`config.mk`:
```
export PLATFORM = sky130hd
export DESIGN_NAME = trap_entry_seq
export DESIGN_NICKNAME = d
export VERILOG_FILES = /design/src/rtl/trap_pkg.sv /design/src/rtl/trap_cause_sel.sv /design/src/rtl/trap_entry_fsm.sv /design/src/rtl/trap_entry_seq.sv
export SDC_FILE = /design/constraint.sdc
export NUM_CORES = 1
export LEC_CHECK = 0
export ABC_AREA = 1
export BUFFER_PORTS_ARGS = -buffer_cell sky130_fd_sc_hd__buf_2
export CAP_MARGIN = 30
export CORE_ASPECT_RATIO = 0.5
export CORE_MARGIN = 2
export CORE_UTILIZATION = 44
export CTS_BUF_LIST = sky130_fd_sc_hd__clkbuf_8 sky130_fd_sc_hd__clkbuf_16
export DETAILED_ROUTE_END_ITERATION = 12
export GPL_ROUTABILITY_DRIVEN = 0
export GPL_TIMING_DRIVEN = 1
export PLACE_DENSITY = 0.77
export SYNTH_ARGS = -nofsm -noshare
export SYNTH_HDL_FRONTEND = slang
export SYNTH_SLANG_ARGS = --single-unit
```
`constraint.sdc`:
```
create_clock -name clk -period 1.3 [get_ports clk]
set_input_delay 0.065 -clock clk [delete_from_list [all_inputs] [get_ports clk]]
set_output_delay 0.065 -clock clk [all_outputs]
set_load 0.02 [all_outputs]
```
`src/rtl/trap_pkg.sv`:
```
package trap_pkg;
   localparam int WORD_W = 16;
   localparam int VEC_W  = 8;

   localparam logic [VEC_W-1:0] VEC_ILLEGAL   = 8'd4;
   localparam logic [VEC_W-1:0] VEC_DIVZERO   = 8'd5;
   localparam logic [VEC_W-1:0] VEC_BOUND     = 8'd6;
   localparam logic [VEC_W-1:0] VEC_OVERFLOW  = 8'd7;
   localparam logic [VEC_W-1:0] VEC_LINE_A    = 8'd10;
   localparam logic [VEC_W-1:0] VEC_LINE_F    = 8'd11;
   localparam logic [VEC_W-1:0] VEC_SWTRAP    = 8'd32;

   typedef enum logic [2:0] {
      ST_IDLE,
      ST_PUSH_LO,
      ST_PUSH_HI,
      ST_PUSH_SR,
      ST_VEC_HI,
      ST_VEC_LO
   } seq_state_t;

   typedef struct packed {
      logic             hit;
      logic             use_cur;
      logic [VEC_W-1:0] vec;
   } cause_t;
endpackage

```
`src/rtl/trap_cause_sel.sv`:
```
module trap_cause_sel
   import trap_pkg::*;
#(
   parameter int ILL_BASE = 16'h4AFA,
   parameter int ILL_NUM  = 3
)(
   input  logic              op_valid,
   input  logic [WORD_W-1:0] opcode,
   input  logic              exec_trap,
   input  logic              exec_trapv,
   input  logic              ovf_flag,
   input  logic              exec_chk,
   input  logic              chk_fail,
   input  logic              exec_div,
   input  logic              div_zero,
   output cause_t            sel
);
   localparam logic [3:0] LINE_A = 4'hA;
   localparam logic [3:0] LINE_F = 4'hF;

   if (ILL_NUM < 1 || ILL_BASE + ILL_NUM > 65536) begin : g_bad_ill
      $error("trap_cause_sel: reserved opcode range out of bounds");
   end

   logic [ILL_NUM-1:0] ill_hit;

   for (genvar g = 0; g < ILL_NUM; g++) begin : g_ill
      assign ill_hit[g] = (opcode == WORD_W'(ILL_BASE + g));
   end

   always_comb begin
      sel = '0;
      if (op_valid && |ill_hit) begin
         sel = '{hit: 1'b1, use_cur: 1'b1, vec: VEC_ILLEGAL};
      end else if (op_valid && opcode[15:12] == LINE_A) begin
         sel = '{hit: 1'b1, use_cur: 1'b1, vec: VEC_LINE_A};
      end else if (op_valid && opcode[15:12] == LINE_F) begin
         sel = '{hit: 1'b1, use_cur: 1'b1, vec: VEC_LINE_F};
      end else if (exec_div && div_zero) begin
         sel = '{hit: 1'b1, use_cur: 1'b0, vec: VEC_DIVZERO};
      end else if (exec_chk && chk_fail) begin
         sel = '{hit: 1'b1, use_cur: 1'b0, vec: VEC_BOUND};
      end else if (exec_trapv && ovf_flag) begin
         sel = '{hit: 1'b1, use_cur: 1'b0, vec: VEC_OVERFLOW};
      end else if (exec_trap) begin
         sel = '{hit: 1'b1, use_cur: 1'b0,
                 vec: VEC_SWTRAP + VEC_W'(opcode[3:0])};
      end
   end
endmodule

```
`src/rtl/trap_entry_fsm.sv`:
```
module trap_entry_fsm
   import trap_pkg::*;
#(
   parameter int ADDR_W = 24,
   parameter int S_BIT  = 13,
   parameter int T_BIT  = 15
)(
   input  logic              clk,
   input  logic              rst_n,
   input  cause_t            cause,
   input  logic [WORD_W-1:0] sr_in,
   input  logic [ADDR_W-1:0] cur_pc,
   input  logic [ADDR_W-1:0] next_pc,
   input  logic [ADDR_W-1:0] ssp_in,
   input  logic              mem_ack,
   input  logic [WORD_W-1:0] mem_rdata,
   output logic              busy,
   output logic              sr_load,
   output logic [WORD_W-1:0] sr_new,
   output logic              mem_req,
   output logic              mem_we,
   output logic [ADDR_W-1:0] mem_addr,
   output logic [WORD_W-1:0] mem_wdata,
   output logic              pc_load,
   output logic [ADDR_W-1:0] pc_new,
   output logic [ADDR_W-1:0] ssp_out
);
   localparam int HI_W = ADDR_W - WORD_W;
   localparam logic [ADDR_W-1:0] STEP = ADDR_W'(WORD_W / 8);

   if (ADDR_W <= WORD_W || ADDR_W > 2 * WORD_W) begin : g_bad_addr
      $error("trap_entry_fsm: ADDR_W must lie in 17..32");
   end
   if (S_BIT == T_BIT || S_BIT >= WORD_W || T_BIT >= WORD_W) begin : g_bad_bits
      $error("trap_entry_fsm: status bit positions invalid");
   end

   seq_state_t        state;
   logic [WORD_W-1:0] saved_sr;
   logic [ADDR_W-1:0] stk_pc;
   logic [ADDR_W-1:0] sp;
   logic [VEC_W-1:0]  vec_r;
   logic [HI_W-1:0]   hi_bits;
   logic [WORD_W-1:0] pc_hi_word;
   logic [ADDR_W-1:0] vec_addr;
   logic              pushing;

   always_comb begin
      pc_hi_word = '0;
      pc_hi_word[HI_W-1:0] = stk_pc[ADDR_W-1:WORD_W];
   end

   assign vec_addr = ADDR_W'({vec_r, 2'b00});
   assign pushing  = (state == ST_PUSH_LO) || (state == ST_PUSH_HI) ||
                     (state == ST_PUSH_SR);

   always_ff @(posedge clk) begin
      if (!rst_n) begin
         state    <= ST_IDLE;
         saved_sr <= '0;
         stk_pc   <= '0;
         sp       <= '0;
         vec_r    <= '0;
         hi_bits  <= '0;
         sr_new   <= '0;
         sr_load  <= 1'b0;
         pc_new   <= '0;
         pc_load  <= 1'b0;
      end else begin
         sr_load <= 1'b0;
         pc_load <= 1'b0;
         case (state)
            ST_IDLE: begin
               if (cause.hit) begin
                  saved_sr      <= sr_in;
                  sr_new        <= sr_in;
                  sr_new[S_BIT] <= 1'b1;
                  sr_new[T_BIT] <= 1'b0;
                  sr_load       <= 1'b1;
                  stk_pc        <= cause.use_cur ? cur_pc : next_pc;
                  vec_r         <= cause.vec;
                  sp            <= ssp_in;
                  state         <= ST_PUSH_LO;
               end
            end
            ST_PUSH_LO: if (mem_ack) begin
               sp    <= sp - STEP;
               state <= ST_PUSH_HI;
            end
            ST_PUSH_HI: if (mem_ack) begin
               sp    <= sp - STEP;
               state <= ST_PUSH_SR;
            end
            ST_PUSH_SR: if (mem_ack) begin
               sp    <= sp - STEP;
               state <= ST_VEC_HI;
            end
            ST_VEC_HI: if (mem_ack) begin
               hi_bits <= mem_rdata[HI_W-1:0];
               state   <= ST_VEC_LO;
            end
            ST_VEC_LO: if (mem_ack) begin
               pc_new  <= {hi_bits, mem_rdata};
               pc_load <= 1'b1;
               state   <= ST_IDLE;
            end
            default: state <= ST_IDLE;
         endcase
      end
   end

   always_comb begin
      mem_wdata = '0;
      mem_addr  = sp - STEP;
      case (state)
         ST_PUSH_LO: mem_wdata = stk_pc[WORD_W-1:0];
         ST_PUSH_HI: mem_wdata = pc_hi_word;
         ST_PUSH_SR: mem_wdata = saved_sr;
         ST_VEC_HI:  mem_addr  = vec_addr;
         ST_VEC_LO:  mem_addr  = vec_addr + STEP;
         default:    mem_addr  = sp - STEP;
      endcase
   end

   assign busy    = (state != ST_IDLE);
   assign mem_req = busy;
   assign mem_we  = pushing;
   assign ssp_out = sp;
endmodule

```
`src/rtl/trap_entry_seq.sv`:
```
module trap_entry_seq
   import trap_pkg::*;
#(
   parameter int ADDR_W   = 24,
   parameter int S_BIT    = 13,
   parameter int T_BIT    = 15,
   parameter int ILL_BASE = 16'h4AFA,
   parameter int ILL_NUM  = 3
)(
   input  logic              clk,
   input  logic              rst_n,
   input  logic              op_valid,
   input  logic [WORD_W-1:0] opcode,
   input  logic              exec_trap,
   input  logic              exec_trapv,
   input  logic              ovf_flag,
   input  logic              exec_chk,
   input  logic              chk_fail,
   input  logic              exec_div,
   input  logic              div_zero,
   input  logic [WORD_W-1:0] sr_in,
   input  logic [ADDR_W-1:0] cur_pc,
   input  logic [ADDR_W-1:0] next_pc,
   input  logic [ADDR_W-1:0] ssp_in,
   input  logic              mem_ack,
   input  logic [WORD_W-1:0] mem_rdata,
   output logic              busy,
   output logic              sr_load,
   output logic [WORD_W-1:0] sr_new,
   output logic              mem_req,
   output logic              mem_we,
   output logic [ADDR_W-1:0] mem_addr,
   output logic [WORD_W-1:0] mem_wdata,
   output logic              pc_load,
   output logic [ADDR_W-1:0] pc_new,
   output logic [ADDR_W-1:0] ssp_out
);
   cause_t cause;

   trap_cause_sel #(
      .ILL_BASE (ILL_BASE),
      .ILL_NUM  (ILL_NUM)
   ) u_sel (
      .op_valid   (op_valid),
      .opcode     (opcode),
      .exec_trap  (exec_trap),
      .exec_trapv (exec_trapv),
      .ovf_flag   (ovf_flag),
      .exec_chk   (exec_chk),
      .chk_fail   (chk_fail),
      .exec_div   (exec_div),
      .div_zero   (div_zero),
      .sel        (cause)
   );

   trap_entry_fsm #(
      .ADDR_W (ADDR_W),
      .S_BIT  (S_BIT),
      .T_BIT  (T_BIT)
   ) u_fsm (
      .clk       (clk),
      .rst_n     (rst_n),
      .cause     (cause),
      .sr_in     (sr_in),
      .cur_pc    (cur_pc),
      .next_pc   (next_pc),
      .ssp_in    (ssp_in),
      .mem_ack   (mem_ack),
      .mem_rdata (mem_rdata),
      .busy      (busy),
      .sr_load   (sr_load),
      .sr_new    (sr_new),
      .mem_req   (mem_req),
      .mem_we    (mem_we),
      .mem_addr  (mem_addr),
      .mem_wdata (mem_wdata),
      .pc_load   (pc_load),
      .pc_new    (pc_new),
      .ssp_out   (ssp_out)
   );
endmodule

```
==> metrics.txt <==
status finished, violations left; failing checks negative setup slack; cell taking the most area after synthesis sky130_fd_sc_hd__dfxtp_1; number of H-tree levels 3; std cell rows 29; antenna violations before repair 0; worst supply voltage drop on vdd 0.00152 V; area inside the core boundary 12900 µm²; worst reg-to-reg setup slack -0.51 ns; Final WS setup -0.604 ns; First-pass DRT Iterations 6; Final Total Pwr 33200 µW; via density per instance 6.11; Global Route met3 Usage 8.08%; clock latency on the worst-skew pair 0.36 ns; post-layout instance count excluding filler cells 1485; gate count of the mapped netlist 938; crit share post-route 146%; Area growth, synth to finish 97.2%; via count of the first global-routing pass 8162; NumNets Final 1442; endpoint arrival time on the critical path 1.84 ns; Inserted Clock Buffers 9; number of fillers in the final layout 537; part of the Yosys area used for sequential elements 36.4%; Initial Util 45.7%; cell family with most CP delay simple AND/OR/NAND/NOR gates; Die Width 168 µm; #FFs+latches synth 107; Worst slew margin 65.2%; number of design rule violations left after detail routing 0; TritonCTS clock tree built; min-delay src next_pc[13]; worst flop-to-flop path startpoint u_fsm.ssp_out[22]; number of cells after detailed placement 1363; summed instance area of the synthesized netlist 5890 µm²; share of the synthesized area in the top cell type 36.4%; detailed placer's ending HPWL 13800 µm; starting DRC count in detailed routing 1128; largest incremental delay on the critical path 0.39 ns; Finished Core Util 90.2%; Final Critical Period 1.90 ns; Crit Path Max Fanout 4; Async S/R FF share, synth 0%; Finish-stage setup viols 150; wire length of the first global-routing pass 40900 µm; max-slew violation count 0; number of I/O pins 240; final number of hold-violating endpoints 0; worst-path cell chain inv_1 > nand3_1 > nor2_1 > nand4_1 > a21oi_2 > buf_4; endpoint of the most critical register-to-register path u_fsm.ssp_out[23]; unrepaired setup endpoints after global routing true; overall overflow remaining after global route 0; maximum achievable frequency 525 MHz; final wirelength 34300 µm; fraction of final layout cells with drive strength greater than 1 57.9%; ANT nets after route 0; pin count of the biggest net entering global routing 57; Via Count 9066; worst-case reg-to-reg path depth 9; type of the worst setup path register to primary output; wire length per cell after detailed routing 23.1 µm; slew at the pin closest to its max-slew limit 0.522 ns; Buf/Inv on CP 2; Most used DFF post-synth sky130_fd_sc_hd__dfxtp_1; max-cap viol count 0; overall global routing resource usage 35.7%; met1 track demand over resource in global routing 40.1%; worst min-delay path class input pin to register; buffer depth of the longest clock path 2; area of the die 14400 µm²; input/output buffers 238; Die Span Y 85.8 µm; count of clock tree sinks 107; Netlist cell types 37; capturing element type of the critical path primary output; register clock-pin slew on the reported worst setup and hold paths 0.08 ns; leading cell types by total area after synthesis sky130_fd_sc_hd__dfxtp_1 (36%), sky130_fd_sc_hd__nand2_1 (18%), sky130_fd_sc_hd__nor2_1 (10%); CP Depth 6; busiest layer in global routing met2; Worst Hold Endpoint u_fsm.stk_pc[13]; final setup skew 0.0129 ns; slowest stage cell on the critical path sky130_fd_sc_hd__dfxtp_1; Synthesized Nets 1070; met2 usage 64.4%; startpoint types register; power density of the placed cells 2860 nW/µm²; total leakage power 0.00553 µW; Syn. warnings 0; WHS Path Cells 5; antenna diode count 0; clk root buf sky130_fd_sc_hd__clkbuf_16; number of enable-type register cells in the synthesized netlist 0; Req. time, crit path 1.24 ns; Avg Synthesized Cell Area 6.28 µm²
==> logic make-up (layout without fill, tap and decap cells) <==
| group | count (synthesis) | count (layout) | share of synthesized area, % |
|---|---|---|---|
| buffers and inverters | 119 | 495 | 10.2 |
| other | 1 | 1 | 0.0636 |
| xor gates and xnor gates | 5 | 5 | 0.743 |
| muxes | 6 | 6 | 1.02 |
| AOI/OAI and AO/OA | 132 | 132 | 11.4 |
| adders and majority gates | 1 | 1 | 0.212 |
| DFF | 107 | 107 | 36.4 |
| and+or+nand+nor | 567 | 568 | 40.0 |
==> metrics by stage <==
step                      setup slack, ns  hold slack [ns]  cell area (µm²)  setup TNS, ns
after floorplan                    -0.105            0.229             6080          -2.61
after global placement             -0.145            0.315             7860          -6.39
after detailed placement           -0.166            0.322             7860          -8.98
after CTS                          -0.422          0.00277            10400         -40.81
after global routing               -0.688           0.0513            11600         -56.89
final                              -0.604           0.0167            11600         -51.30
==> timing repair <==
item | in CTS | in global routing
setup endpoints to repair | 109 | 149
hold buffers | 32 | 0
gates cloned | 21 | 6
endpoints found under the hold margin | 36 | 0
buffers inserted | 37 | 27
pin swaps | 80 | 119
gates resized for setup | 327 | 296
==> area by class of cell <==
| cell class | instances | area, µm² | share of cell area (%) |
|---|---|---|---|
| repair inverters | 1 | 11.3 | 0.0969 |
| inverters | 56 | 262 | 2.25 |
| well taps | 170 | 213 | 1.83 |
| clock inverters | 6 | 72.6 | 0.625 |
| multi-input cells | 713 | 4850 | 41.7 |
| flip-flops and latches | 107 | 2180 | 18.8 |
| clock buffers | 10 | 239 | 2.06 |
| repair buffers | 422 | 3790 | 32.6 |
==> per-layer routing <==
metal / up-vias / routed length, µm
met2: 849 / 15900
met5: - / 0
met1: 4163 / 11500
met4: 0 / 3040
met3: 312 / 3810
li1: 3742 / -
==> layout by cell type (no fill, tap or decap), types with 5 or more instances in the layout <==
cell,count
sky130_fd_sc_hd__a21oi_1,28
sky130_fd_sc_hd__a21oi_2,32
sky130_fd_sc_hd__buf_12,32
sky130_fd_sc_hd__buf_16,14
sky130_fd_sc_hd__buf_2,195
sky130_fd_sc_hd__buf_4,75
sky130_fd_sc_hd__buf_6,65
sky130_fd_sc_hd__buf_8,5
sky130_fd_sc_hd__clkbuf_16,13
sky130_fd_sc_hd__dfxtp_1,92
sky130_fd_sc_hd__dfxtp_2,7
sky130_fd_sc_hd__dfxtp_4,8
sky130_fd_sc_hd__dlygate4sd3_1,32
sky130_fd_sc_hd__inv_1,33
sky130_fd_sc_hd__inv_2,10
sky130_fd_sc_hd__inv_4,7
sky130_fd_sc_hd__mux2i_1,5
sky130_fd_sc_hd__nand2_1,193
sky130_fd_sc_hd__nand2_2,54
sky130_fd_sc_hd__nand2_4,37
sky130_fd_sc_hd__nand2_8,6
sky130_fd_sc_hd__nand3_1,43
sky130_fd_sc_hd__nand3_2,26
sky130_fd_sc_hd__nand3_4,13
sky130_fd_sc_hd__nand3b_1,6
sky130_fd_sc_hd__nand4_1,13
sky130_fd_sc_hd__nor2_1,86
sky130_fd_sc_hd__nor2_2,36
sky130_fd_sc_hd__nor2_4,47
sky130_fd_sc_hd__o21ai_0,7
sky130_fd_sc_hd__o21ai_1,6
sky130_fd_sc_hd__o21ai_2,42
sky130_fd_sc_hd__o21ai_4,8
==> worst register-to-register path: cells and delay by family (launching register included) <==
family	cells	cell delay [ns]
AOI/OAI and AO/OA	1	0.16
buffers and inverters	3	0.46
DFF	1	0.39
and+or+nand+nor	5	0.74
==> flip-flops by register name, indices dropped and copies added (netlist names) <==
signal	cells
u_fsm.stk_pc	24
u_fsm.vec_r	5
u_fsm.ssp_out	24
u_fsm.saved_sr	16
u_fsm.sr_new	1
u_fsm.state	3
u_fsm.pc_new	24
u_fsm.sr_load	1
u_fsm.hi_bits	8
u_fsm.pc_load	1
==> synthesized netlist by cell type, types with 3 or more instances <==
cell                         n
sky130_fd_sc_hd__xor2_1      3
sky130_fd_sc_hd__clkbuf_1   21
sky130_fd_sc_hd__nand4_1    13
sky130_fd_sc_hd__o21ai_1     8
sky130_fd_sc_hd__inv_2       5
sky130_fd_sc_hd__mux2i_1     6
sky130_fd_sc_hd__buf_4      25
sky130_fd_sc_hd__a21oi_1    63
sky130_fd_sc_hd__dfxtp_1   107
sky130_fd_sc_hd__buf_2       8
sky130_fd_sc_hd__nand3_1    80
sky130_fd_sc_hd__clkinv_1    3
sky130_fd_sc_hd__nand2_2     3
sky130_fd_sc_hd__or2_2       3
sky130_fd_sc_hd__inv_1      47
sky130_fd_sc_hd__o21ai_0    55
sky130_fd_sc_hd__nor2_2      5
sky130_fd_sc_hd__nor2_1    164
sky130_fd_sc_hd__nand3b_1    6
sky130_fd_sc_hd__nand2_1   284
sky130_fd_sc_hd__a31oi_1     3
sky130_fd_sc_hd__buf_6       6
==> worst max path at each step <==
stage / start / to / slack [ns]
floorplan: u_fsm.state[2] / mem_wdata[10] / -0.11
global placement: u_fsm.ssp_out[5] / mem_addr[21] / -0.15
detailed placement: u_fsm.ssp_out[5] / mem_addr[21] / -0.17
CTS: u_fsm.ssp_out[3] / mem_addr[9] / -0.42
global route: u_fsm.ssp_out[22] / mem_addr[23] / -0.69
finish: u_fsm.ssp_out[22] / mem_addr[23] / -0.60
==> report_power, final <==
part / switching [µW] / leakage, µW / internal [µW] / total (µW)
sequential: 1420 / 0.000887 / 4440 / 5860
clock: 1420 / 0.000151 / 1570 / 2990
combinational: 13500 / 0.00450 / 10900 / 24400
No activity file was read; power rests on OpenSTA's default activity.
